File: config.mk
export PLATFORM = sky130hd
export DESIGN_NAME = pid_top
export DESIGN_NICKNAME = d
export VERILOG_FILES = /design/src/rtl/pid_pkg.sv /design/src/rtl/pid_rate_decode.sv /design/src/rtl/pid_tick_counter.sv /design/src/rtl/pid_flag_reg.sv /design/src/rtl/pid_top.sv
export SDC_FILE = /design/constraint.sdc
export NUM_CORES = 1
export LEC_CHECK = 0
export ABC_AREA = 1
export BUFFER_PORTS_ARGS = -buffer_cell sky130_fd_sc_hd__buf_2
export CAP_MARGIN = 5
export CORE_MARGIN = 8
export CORE_UTILIZATION = 50
export DETAILED_ROUTE_END_ITERATION = 10
export MAX_ROUTING_LAYER = met4
export PLACE_DENSITY = 0.74
export SYNTH_ARGS = -nofsm -noshare
export SYNTH_HDL_FRONTEND = slang
export SYNTH_SLANG_ARGS = --single-unit
File: constraint.sdc
create_clock -name clk -period 2.1 [get_ports clk]
set_input_delay 0.105 -clock clk [delete_from_list [all_inputs] [get_ports clk]]
set_output_delay 0.105 -clock clk [all_outputs]
set_load 0.01 [all_outputs]
File: src/rtl/pid_pkg.sv
package pid_pkg;
    // Codes at or below ALIAS_MAX (and nonzero) fold onto slower codes.
    localparam int ALIAS_MAX    = 2;
    localparam int ALIAS_OFFSET = 7;
    // Flag register bit positions set by a periodic event.
    localparam int FLAG_ANY_BIT = 7;
    localparam int FLAG_PER_BIT = 6;
    localparam int FLAG_W       = 8;

    typedef struct packed {
        logic any_f;
        logic per_f;
    } flag_state_t;
endpackage

File: src/rtl/pid_rate_decode.sv
module pid_rate_decode #(
    parameter int RATE_W = 4,
    parameter int CNT_W  = 14
) (
    input  logic [RATE_W-1:0] code_i,
    output logic              active_o,
    output logic [CNT_W-1:0]  mask_o
);
    import pid_pkg::*;

    localparam int EFF_W = RATE_W + 1;

    logic [EFF_W-1:0] eff;

    always_comb begin
        eff = {1'b0, code_i};
        if (code_i != '0 && int'(code_i) <= ALIAS_MAX) begin
            eff = EFF_W'(int'(code_i) + ALIAS_OFFSET);
        end
        active_o = (code_i != '0);
        mask_o   = '0;
        for (int b = 0; b < CNT_W; b++) begin
            if (b < int'(eff) - 1) begin
                mask_o[b] = 1'b1;
            end
        end
    end

    always_comb begin
        assert_mask_zero_when_idle_R2: assert (active_o || mask_o == '0);
    end
endmodule

File: src/rtl/pid_tick_counter.sv
module pid_tick_counter #(
    parameter int CNT_W = 14
) (
    input  logic             clk,
    input  logic             rst_n,
    input  logic             tick_i,
    output logic [CNT_W-1:0] cnt_o
);
    typedef struct packed {
        logic [CNT_W-1:0] cnt;
    } cnt_state_t;

    cnt_state_t st_d, st_q;

    always_comb begin
        st_d = st_q;
        if (tick_i) begin
            st_d.cnt = st_q.cnt + 1'b1;
        end
    end

    always_ff @(posedge clk) begin
        if (!rst_n) begin
            st_q <= '0;
        end else begin
            st_q <= st_d;
        end
    end

    assign cnt_o = st_q.cnt;

    assert_count_holds_R6: assert property (@(posedge clk) disable iff (!rst_n)
        !tick_i |=> $stable(cnt_o));
endmodule

File: src/rtl/pid_flag_reg.sv
module pid_flag_reg (
    input  logic                       clk,
    input  logic                       rst_n,
    input  logic                       set_i,
    input  logic                       ack_i,
    output logic [pid_pkg::FLAG_W-1:0] flag_o,
    output logic                       irq_o
);
    import pid_pkg::*;

    flag_state_t fl_d, fl_q;

    always_comb begin
        fl_d = fl_q;
        if (ack_i) begin
            fl_d = '0;
        end
        if (set_i) begin
            fl_d.any_f = 1'b1;
            fl_d.per_f = 1'b1;
        end
    end

    always_ff @(posedge clk) begin
        if (!rst_n) begin
            fl_q <= '0;
        end else begin
            fl_q <= fl_d;
        end
    end

    always_comb begin
        flag_o               = '0;
        flag_o[FLAG_ANY_BIT] = fl_q.any_f;
        flag_o[FLAG_PER_BIT] = fl_q.per_f;
    end

    assign irq_o = fl_q.any_f | fl_q.per_f;

    assert_set_wins_R9: assert property (@(posedge clk) disable iff (!rst_n)
        set_i |=> (flag_o[FLAG_ANY_BIT] && flag_o[FLAG_PER_BIT] && irq_o));

    assert_ack_clears_R9: assert property (@(posedge clk) disable iff (!rst_n)
        (ack_i && !set_i) |=> (flag_o == '0 && !irq_o));
endmodule

File: src/rtl/pid_top.sv
module pid_top #(
    parameter int RATE_W = 4,
    parameter int CNT_W  = (1 << RATE_W) - 2
) (
    input  logic              clk,
    input  logic              rst_n,
    input  logic              tick_i,
    input  logic [RATE_W-1:0] rate_i,
    input  logic              pie_i,
    input  logic              ack_i,
    output logic              event_o,
    output logic [7:0]        flag_o,
    output logic              irq_o
);
    import pid_pkg::*;

    typedef struct packed {
        logic evt;
    } top_state_t;

    logic [CNT_W-1:0] cnt;
    logic [CNT_W-1:0] mask;
    logic             active;
    logic             hit;
    top_state_t       st_d, st_q;

    pid_tick_counter #(.CNT_W(CNT_W)) u_cnt (
        .clk    (clk),
        .rst_n  (rst_n),
        .tick_i (tick_i),
        .cnt_o  (cnt)
    );

    pid_rate_decode #(.RATE_W(RATE_W), .CNT_W(CNT_W)) u_dec (
        .code_i   (rate_i),
        .active_o (active),
        .mask_o   (mask)
    );

    always_comb begin
        st_d     = st_q;
        hit      = tick_i && pie_i && active && ((cnt & mask) == '0);
        st_d.evt = hit;
    end

    always_ff @(posedge clk) begin
        if (!rst_n) begin
            st_q <= '0;
        end else begin
            st_q <= st_d;
        end
    end

    assign event_o = st_q.evt;

    pid_flag_reg u_flag (
        .clk    (clk),
        .rst_n  (rst_n),
        .set_i  (hit),
        .ack_i  (ack_i),
        .flag_o (flag_o),
        .irq_o  (irq_o)
    );

    assert_code_zero_silent_R2: assert property (@(posedge clk) disable iff (!rst_n)
        (rate_i == '0) |=> !event_o);

    assert_disabled_silent_R3: assert property (@(posedge clk) disable iff (!rst_n)
        !pie_i |=> !event_o);

    assert_min_spacing_R4: assert property (@(posedge clk) disable iff (!rst_n)
        event_o |=> !event_o);

    assert_event_after_tick_R6: assert property (@(posedge clk) disable iff (!rst_n)
        event_o |-> $past(tick_i));

    assert_event_sets_flags_R8: assert property (@(posedge clk) disable iff (!rst_n)
        event_o |-> (flag_o[7] && flag_o[6] && irq_o));
endmodule

# Yosys cells after proc, flatten, opt, wreduce, memory -nomap -nowiden
# Cells that the tools add are included.
# op_classes
mux,17
n_addsub,3
reduce_logical,7
bitwise,2
order_cmp,15
# op_table
cell,count
$lt 5x32->1 const A,6
$lt 4x32->1 const A,4
$lt 3x32->1 const A,2
$lt 1x32->1 const A,1
$lt 2x32->1 const A,1
$add 14x1->14 const B,1
$and 14x14->14,1
$logic_not 14->1,1
$mux 1,14
$sub 5x1->6 const B,1
$add 4x3->5 const B,1
$mux 5,1
$le 4x2->1 const B,1
$logic_and 1x1->1,4
$mux 2,2
$reduce_bool 4->1,1
$reduce_bool 2->1,1
$or 1x1->1,1
# totals
regBits,17
word_cells,48

# Longest topological paths before layout
# Gate-level depths: netlist of run 1.
# depth
ltp_word,10
depth_mapped,21
ltp_nobuf,21

# Cells and area by module
# From an unflattened synthesis of run 1, not the netlist that was laid out.
# unflattened
hier_cells,225
hier_area_um2,1380.1
# modules_own_cells
mod,seq_area_each_um2,area_each_um2,cells_per_inst,n_inst
pid_tick_counter,280.3,734.5,113,1
pid_rate_decode,0.0,394.1,65,1
pid_top,20.0,143.9,32,1
pid_flag_reg,20.0,107.6,15,1

# Worst setup path before layout of run 1
# Ideal clock, no wire load.
# synth_path
kind,input port to flip-flop
start,input port rate_i[0]
end,"register u_flag.fl_q, in the netlist u_flag.flag_o[6]"
t_arrival_ps,1982
path_slack_ps,60
stages,21
setup_ps,58
cell_sequence,inv_1 ha_1 inv_1 nand2_1 nand3_2 nand2_1 nand2_1 ha_1 xnor2_1 inv_1 nand3_1 o21ai_0 a21oi_1 nand2_1 nand2_1 nand3_1 nor2_1 nand2_1 nand2_1 nand2_1 nand2_1
# synth_via
elab_chain_len,10
word_cells_on_any_way,40
cone_classes,add/sub (2); order compare (15); mux (16); bitwise (1); reduce/logical (6)
# synth_lines
item,line,text
"start, declared",pid_top.sv:8,"input logic [RATE_W-1:0] rate_i,"
$le 4x2->1 / $reduce_bool 4->1 (equally long branches),"pid_rate_decode.sv:17, pid_rate_decode.sv:20",
$logic_and 1x1->1,pid_rate_decode.sv:17,if (code_i != '0 && int'(code_i) <= ALIAS_MAX) begin
$mux 5,pid_rate_decode.sv:17,
$sub 5x1->6,pid_rate_decode.sv:23,if (b < int'(eff) - 1) begin
$lt 1x32->1 (tied with other cells),pid_rate_decode.sv:23,
$mux 1,pid_rate_decode.sv:23,
$and 14x14->14,pid_top.sv:42,hit = tick_i && pie_i && active && ((cnt & mask) == '0);
$logic_not 14->1,pid_top.sv:42,
$logic_and 1x1->1 (*),pid_top.sv:42,
$mux 2 / $reduce_bool 2->1 (equally long branches),-,
"end signal, assigned",pid_flag_reg.sv:28,fl_q <= fl_d;
"end, declared",pid_flag_reg.sv:11,"flag_state_t fl_d, fl_q;"
# Every way passes the cells marked *; elsewhere a longest branch is shown, timed or not.
# A chain may end at the register's enable or synchronous reset.

# Worst setup path in the final report of run 1
# layout_path
start,input port rate_i[1]
end,"register u_flag.fl_q, in the netlist u_flag.flag_o[6]"
# The elaborated chain is that of the path after synthesis.

==> out/metrics.yaml, run 1 <==
fin_crit_ns: 1.87
worstPathArrival_ns: 2.11
antenna_found_initial: 0
worstHoldStart: "ack_i"
outcome: "finished, final reports clean"
cts-buffers-inserted: 3
cts_max_path_buffers: 2
setup_viol: 0
reg2reg_depth: 9
portBuffers: 12
vias: 1149
ys_top_cells_by_count: "nand2_1, inv_1, dfxtp_1, nor2_1, nand3_1"
path_buf_inv: 5
worstHoldPathCells: 3
synth.top_cell.area_share_pct: 27.1
die-area_um2: 4180
maxCapViolCount: 0
worstPathMaxFanout: 5
r2r_setup_slack_ns: 0.36
die_width_um: 64.7
n_antenna_cell: 0
ys_ff_latch: 16
hold_slack_ns: 0.0501
comb_power_share_pct: 25.1
cts.sink_count: 16
sw_frac_of_total_pct: 29.9
drt_iter0_drc: 72
post-route-util_pct: 62.5
routed_wirelength_mm: 2.78
pre_cts_slack_ns: -0.149
cpPeakStageDelay_ns: 0.20
period_share_pct: 88.8
power.leakage_nw: 0.667
critPathSlowestCell: "ha_1"
ys_types: 31
drtPass1Iterations: 4
p_seq_share_pct: 45.2
skew_ns: 0.00505
seq_area_um2: 320
pin_count: 19
holdPathEnd: "u_flag.flag_o[6]"
power.density_nw_per_um2: 501
viasPerCell: 5.15
timing.fmax_ghz: 0.536
drive_gt1_share_pct: 25.6
cts_max_level: 1
setup.worst_path.class: "primary input to flip-flop"
internal-power_mw: 0.490
grt_pass1_vias: 1200
yosys.area.top_type: "dfxtp_1"
netlist_instances: 174
seq_area_frac_synth_pct: 27.1
cts_resized: 0
hold_class: "primary input to flip-flop"
crit_path_start_kind: "primary input"
pwr-share-clk_pct: 29.8
final_max_slew_viol_count: 0
hold_violations: 0
crit_top_cell: "nand2_1"
grt_overflow: 0
yosys_warnings: 0
synth_area_um2: 1180
cp_cell_sequence: "clkbuf_4 > inv_1 > ha_1 > inv_2 > nand3_4 > nand2_2 > nand2_2 > buf_4 > inv_1 > ha_4 > nand3_1 > o21ai_0 > a21oi_1 > nand2_1 > nand2_1 > nand3_1 > nor2_1 > nand2_1 > nand2_1 > nand2_1 > nand2_1"
timing.rr.end: "u_cnt.cnt_o[13]"
p_switching_mw: 0.210
grt_use_total_pct: 13.7
cp_top_family: "simple AND/OR/NAND/NOR gates"
core_um2: 2230
cts_setup_buffers: 0
yosysMostFrequentCell: "nand2_1"
ys_async_sr_fraction_pct: 0
reg2reg_from: "u_cnt.cnt_o[0]"
die_h_um: 64.7
fillers: 211
syn_avg_cell_area_um2: 6.80
detailed_place_hpwl_mm: 2.21
holdBufCountCts: 0
ant_nets: 0
start_util_pct: 53.0
drcViolationCount: 0
cts_root_buf: "clkbuf_4"
synthTopCellsByArea: "dfxtp_1, nand2_1, inv_1"
cts.clk_slew.worst_paths_ns: 0.10
wl_per_cell_um: 12.5
cts_tree: "yes"
row_count: 17
ys.flop_type: "dfxtp_1"
crit_required_ns: 2.35
synth_edf_count: 0
irDropWorstVdd_uv: 417
fin_total_pwr_mw: 0.700
clkLatencyLatePin_ns: 0.29
final_nets: 211
end_kind: "flip-flop"
grt_pass1_wl_mm: 4.72
finalWorstSetupSlack_ns: 0.235
gp_congestion: 0.868
multi_input_area_um2: 768
synthToLayoutAreaGrowth_pct: 17.9
grt_max_degree: 10
## cell usage in the layout (no fill, tap or decap), types with 2 or more instances in the layout
master / n
a21oi_1: 10
a221oi_1: 2
buf_2: 11
buf_4: 9
clkbuf_4: 4
conb_1: 6
dfxtp_1: 16
ha_1: 4
ha_4: 2
inv_1: 22
inv_2: 6
nand2_1: 32
nand2_2: 6
nand3_1: 12
nand3_2: 3
nand3b_1: 2
nand4_1: 5
nor2_1: 15
nor2_2: 2
nor2_4: 2
nor3_1: 5
o21a_1: 2
o21ai_0: 3
## worst register-to-register path: cells and delay by family (launching register included)
kind	cells	cell delay, ns
DFF	1	0.41
and+or+nand+nor	7	1.07
AOI/OAI and AO/OA	2	0.20
## layout make-up
type,instances,share of cell area (%)
Multi-Input combinational cell,126,55.1
Sequential cell,16,23.0
Timing Repair Buffer,21,9.33
Inverter,28,7.53
Clock buffer,4,2.60
Tap cell,28,2.51
## cells by family after synthesis
group,share of synthesized area [%]
adder cells (fa/ha/maj),6.34
flip-flops,27.1
buffers and inverters,14.6
AND/OR/NAND/NOR,39.5
AO/OA/AOI/OAI,9.94
other,0.317
XOR/XNOR,2.22
## power groups by stage
stage / clock, mW / combinational [mW] / sequential (mW)
after floorplan: 0 / 0.107 / 0.323
after global placement: 0 / 0.150 / 0.323
after detailed placement: 0 / 0.153 / 0.323
after CTS: 0.216 / 0.154 / 0.316
after global routing: 0.229 / 0.196 / 0.317
final: 0.208 / 0.175 / 0.316
## metal layers
layer / vias to the layer above / global-route usage [%] / share of wire, %
met5: - / - / 0
met4: 0 / 7.08 / 2.6
met3: 9 / 3.09 / 4.0
met2: 22 / 24.2 / 51
met1: 523 / 13.9 / 42
li1: 595 / - / -
## flip-flops by register name, summed over array words and instances (netlist names)
signal	cells
event_o	1
u_cnt.cnt_o	14
u_flag.flag_o	1
## metrics by stage
stage,cells,cell area [um2],TNS [ns]
6_report,223,1400,0
5_1_grt,223,1400,-0.0427
4_1_cts,223,1330,0
3_5_place_dp,219,1300,-0.291
3_3_place_gp,219,1300,-0.190
2_1_floorplan,179,1200,0
## how the worst max path moves through the flow
stage / startpoint / endpoint / slack (ns) / depth (start not counted)
6_report: rate_i[1] / u_flag.flag_o[6] / 0.23 / 21
5_1_grt: rate_i[0] / u_flag.flag_o[6] / -0.03 / 23
4_1_cts: rate_i[0] / u_flag.flag_o[6] / 0.14 / 22
3_5_place_dp: rate_i[0] / u_flag.flag_o[6] / -0.15 / 22
3_3_place_gp: rate_i[0] / u_flag.flag_o[6] / -0.1 / 22
2_1_floorplan: rate_i[0] / u_flag.flag_o[6] / 0.06 / 21
(Power assumes the default switching activity.)
==> run 2: changes to the inputs <==
--- a/config.mk
+++ b/config.mk
@@ -8,6 +8,7 @@
 export ABC_AREA = 1
 export BUFFER_PORTS_ARGS = -buffer_cell sky130_fd_sc_hd__buf_2
 export CAP_MARGIN = 5
+export CORE_ASPECT_RATIO = 1.4
 export CORE_MARGIN = 8
 export CORE_UTILIZATION = 50
 export DETAILED_ROUTE_END_ITERATION = 10
==> run 2 against run 1 <==
Routed wire length fell by 2.9%. Register-to-register slack is essentially flat. Critical path depth is 1 lower. Setup slack improved by 0.030 ns. Design area down 3.9%. Core utilization fell by 4.5 points. Fmax up 1.6%. Clock power hardly changed. Critical endpoint unchanged.
==> out/metrics.yaml, run 2 (same netlist as run 1, synthesis figures left out) <==
outcome: "finished, final reports clean"
pin_count: 19  # unchanged
cts.sink_count: 16  # unchanged
synthToLayoutAreaGrowth_pct: 13.2
reg2reg_from: "u_cnt.cnt_o[0]"
final_max_slew_viol_count: 0  # unchanged
cp_cell_sequence: "buf_2 > inv_1 > ha_1 > inv_2 > nand3_2 > nand2_1 > nand2_1 > buf_4 > ha_1 > nand3_1 > o21ai_0 > a21oi_1 > nand2_1 > nand2_1 > nand3_1 > nor2_1 > nand2_1 > nand2_1 > nand2_1 > nand2_1"
worstPathArrival_ns: 2.08  # -0.03 ns
crit_top_cell: "nand2_1"
vias: 1125  # -2.1%
timing.fmax_ghz: 0.545  # +1.6%
antenna_found_initial: 0  # unchanged
cp_top_family: "simple AND/OR/NAND/NOR gates"
skew_ns: 0.00232  # -0.00273 ns
dr_wl_met2_mm: 1.51  # +6.3%
die-area_um2: 4200  # +0.53%
crit_path_start_kind: "primary input"
cts_root_buf: "clkbuf_4"
cts_tree: "yes"
hold_slack_ns: 0.0520  # +0.00190 ns
final_nets: 211  # unchanged
setup.worst_path.class: "primary input to flip-flop"
most-common-layout-cells: "nand2_1, inv_1, dfxtp_1"
cts.clk_slew.worst_paths_ns: 0.09  # about the same
stdcell_area_um2: 1340  # -3.9%
irDropWorstVdd_uv: 390  # -6.6%
drtPass1Iterations: 4  # unchanged
fillers: 244  # +16%
mostFrequentLayoutCell: "nand2_1"
portBuffers: 12  # unchanged
worstHoldStart: "ack_i"
end_kind: "flip-flop"
row_count: 21  # +4
drcViolationCount: 0  # unchanged
routed.top_layer: "met4"
crit_required_ns: 2.34  # about the same
viasPerCell: 5.16  # +0.16%
power.density_nw_per_um2: 510  # +1.8%
grt_overflow: 0  # unchanged
path_buf_inv: 4  # -1
reg2reg_depth: 9  # unchanged
holdPathEnd: "u_flag.flag_o[6]"
wl_per_cell_um: 12.4  # -0.65%
finalWorstSetupSlack_ns: 0.265  # +0.0301 ns
routed_wirelength_mm: 2.70  # -2.9%
power.leakage_nw: 0.664  # -0.56%
worstPathMaxFanout: 4  # -1
grt_pass1_wl_mm: 4.61  # -2.3%
maxCapViolCount: 0  # unchanged
hold_class: "primary input to flip-flop"
wl_met1_mm: 1.08  # -8.8%
pre_cts_slack_ns: -0.150  # -0.00124 ns
period_share_pct: 87.4  # -1.4 points
detailed_place_hpwl_mm: 2.24  # +1.5%
largest_reg_flops: 14  # unchanged
clkLatencyLatePin_ns: 0.29  # about the same
cts-buffers-inserted: 3  # unchanged
post-route-util_pct: 58.0  # -4.5 points
r2r_setup_slack_ns: 0.36  # about the same
fin_crit_ns: 1.83  # -0.0301 ns
setup_viol: 0  # unchanged
grt_pass1_vias: 1145  # -4.6%
cpPeakStageDelay_ns: 0.31  # +0.11 ns
cts_max_level: 1  # unchanged
die_h_um: 73.6  # +14%
critPathSlowestCell: "ha_1"
die_width_um: 57.1  # -12%
ant_nets: 0  # unchanged
core_um2: 2310  # +3.5%
grt_use_total_pct: 13.7  # about the same
dr_wl_met3_um: 49  # -56%
cts_max_path_buffers: 2  # unchanged
placed_area_um2: 1290  # -0.48%
drt_iter0_drc: 16  # -78%
worstHoldPathCells: 3  # unchanged
drive_gt1_share_pct: 23.6  # -2.1 points
grt_max_degree: 10  # unchanged
n_antenna_cell: 0  # unchanged
start_util_pct: 51.2  # -1.8 points
rsz0062_at_grt: "false"
timing.rr.end: "u_cnt.cnt_o[13]"
gp_congestion: 0.838  # -3.4%
hold_violations: 0  # unchanged
-- run 2: what timing repair did --
action	4_1_cts	5_1_grt
hold buffers	0	0
endpoints found under the setup margin	0	2
buffers inserted	0	0
resized for setup	0	4
endpoints found under the hold margin	0	0
-- run 2: final cells by class --
type	count	area [um2]	share of cell area, %
timing repair buffer	21	128	9.52
inverter	28	105	7.84
clock buffer	4	36.3	2.71
multi-input combinational	126	722	53.9
sequential	16	320	23.9
tap	23	28.8	2.15
-- run 2: worst max path at each step --
stage,slack [ns],cells past startpoint,from,end
after floorplan,0.06,21,rate_i[0],u_flag.flag_o[6]
after global placement,-0.01,22,rate_i[0],u_flag.flag_o[6]
after detailed placement,-0.15,22,rate_i[0],u_flag.flag_o[6]
after CTS,0.16,22,rate_i[0],u_flag.flag_o[6]
after global routing,0.04,21,rate_i[0],u_flag.flag_o[6]
final,0.27,20,rate_i[0],u_flag.flag_o[6]
-- run 2: report_power, final --
| group | internal [mW] | switching, mW | total [mW] |
|---|---|---|---|
| Clock | 0.106 | 0.101 | 0.206 |
| Combinational | 0.0667 | 0.0942 | 0.161 |
| Sequential | 0.310 | 0.00682 | 0.317 |
| Total | 0.482 | 0.202 | 0.684 |
-- run 2: per-layer routing --
metal,GRT usage [%],up-vias
met5,-,-
met4,6.81,0
met3,2.59,6
met2,26.2,11
met1,12.5,515
li1,-,593
-- run 2: per-stage QoR --
stage | total power [mW] | std cells | setup TNS, ns
after global routing | 0.717 | 218 | 0
final | 0.684 | 218 | 0
after detailed placement | 0.480 | 214 | -0.292
after global placement | 0.473 | 214 | -0.0154
after floorplan | 0.430 | 179 | 0
after CTS | 0.688 | 218 | 0
-- run 2: worst min-delay path: stages --
cell      delay, ns
buf_2          0.07
nand3b_1       0.08
nand2_1        0.05
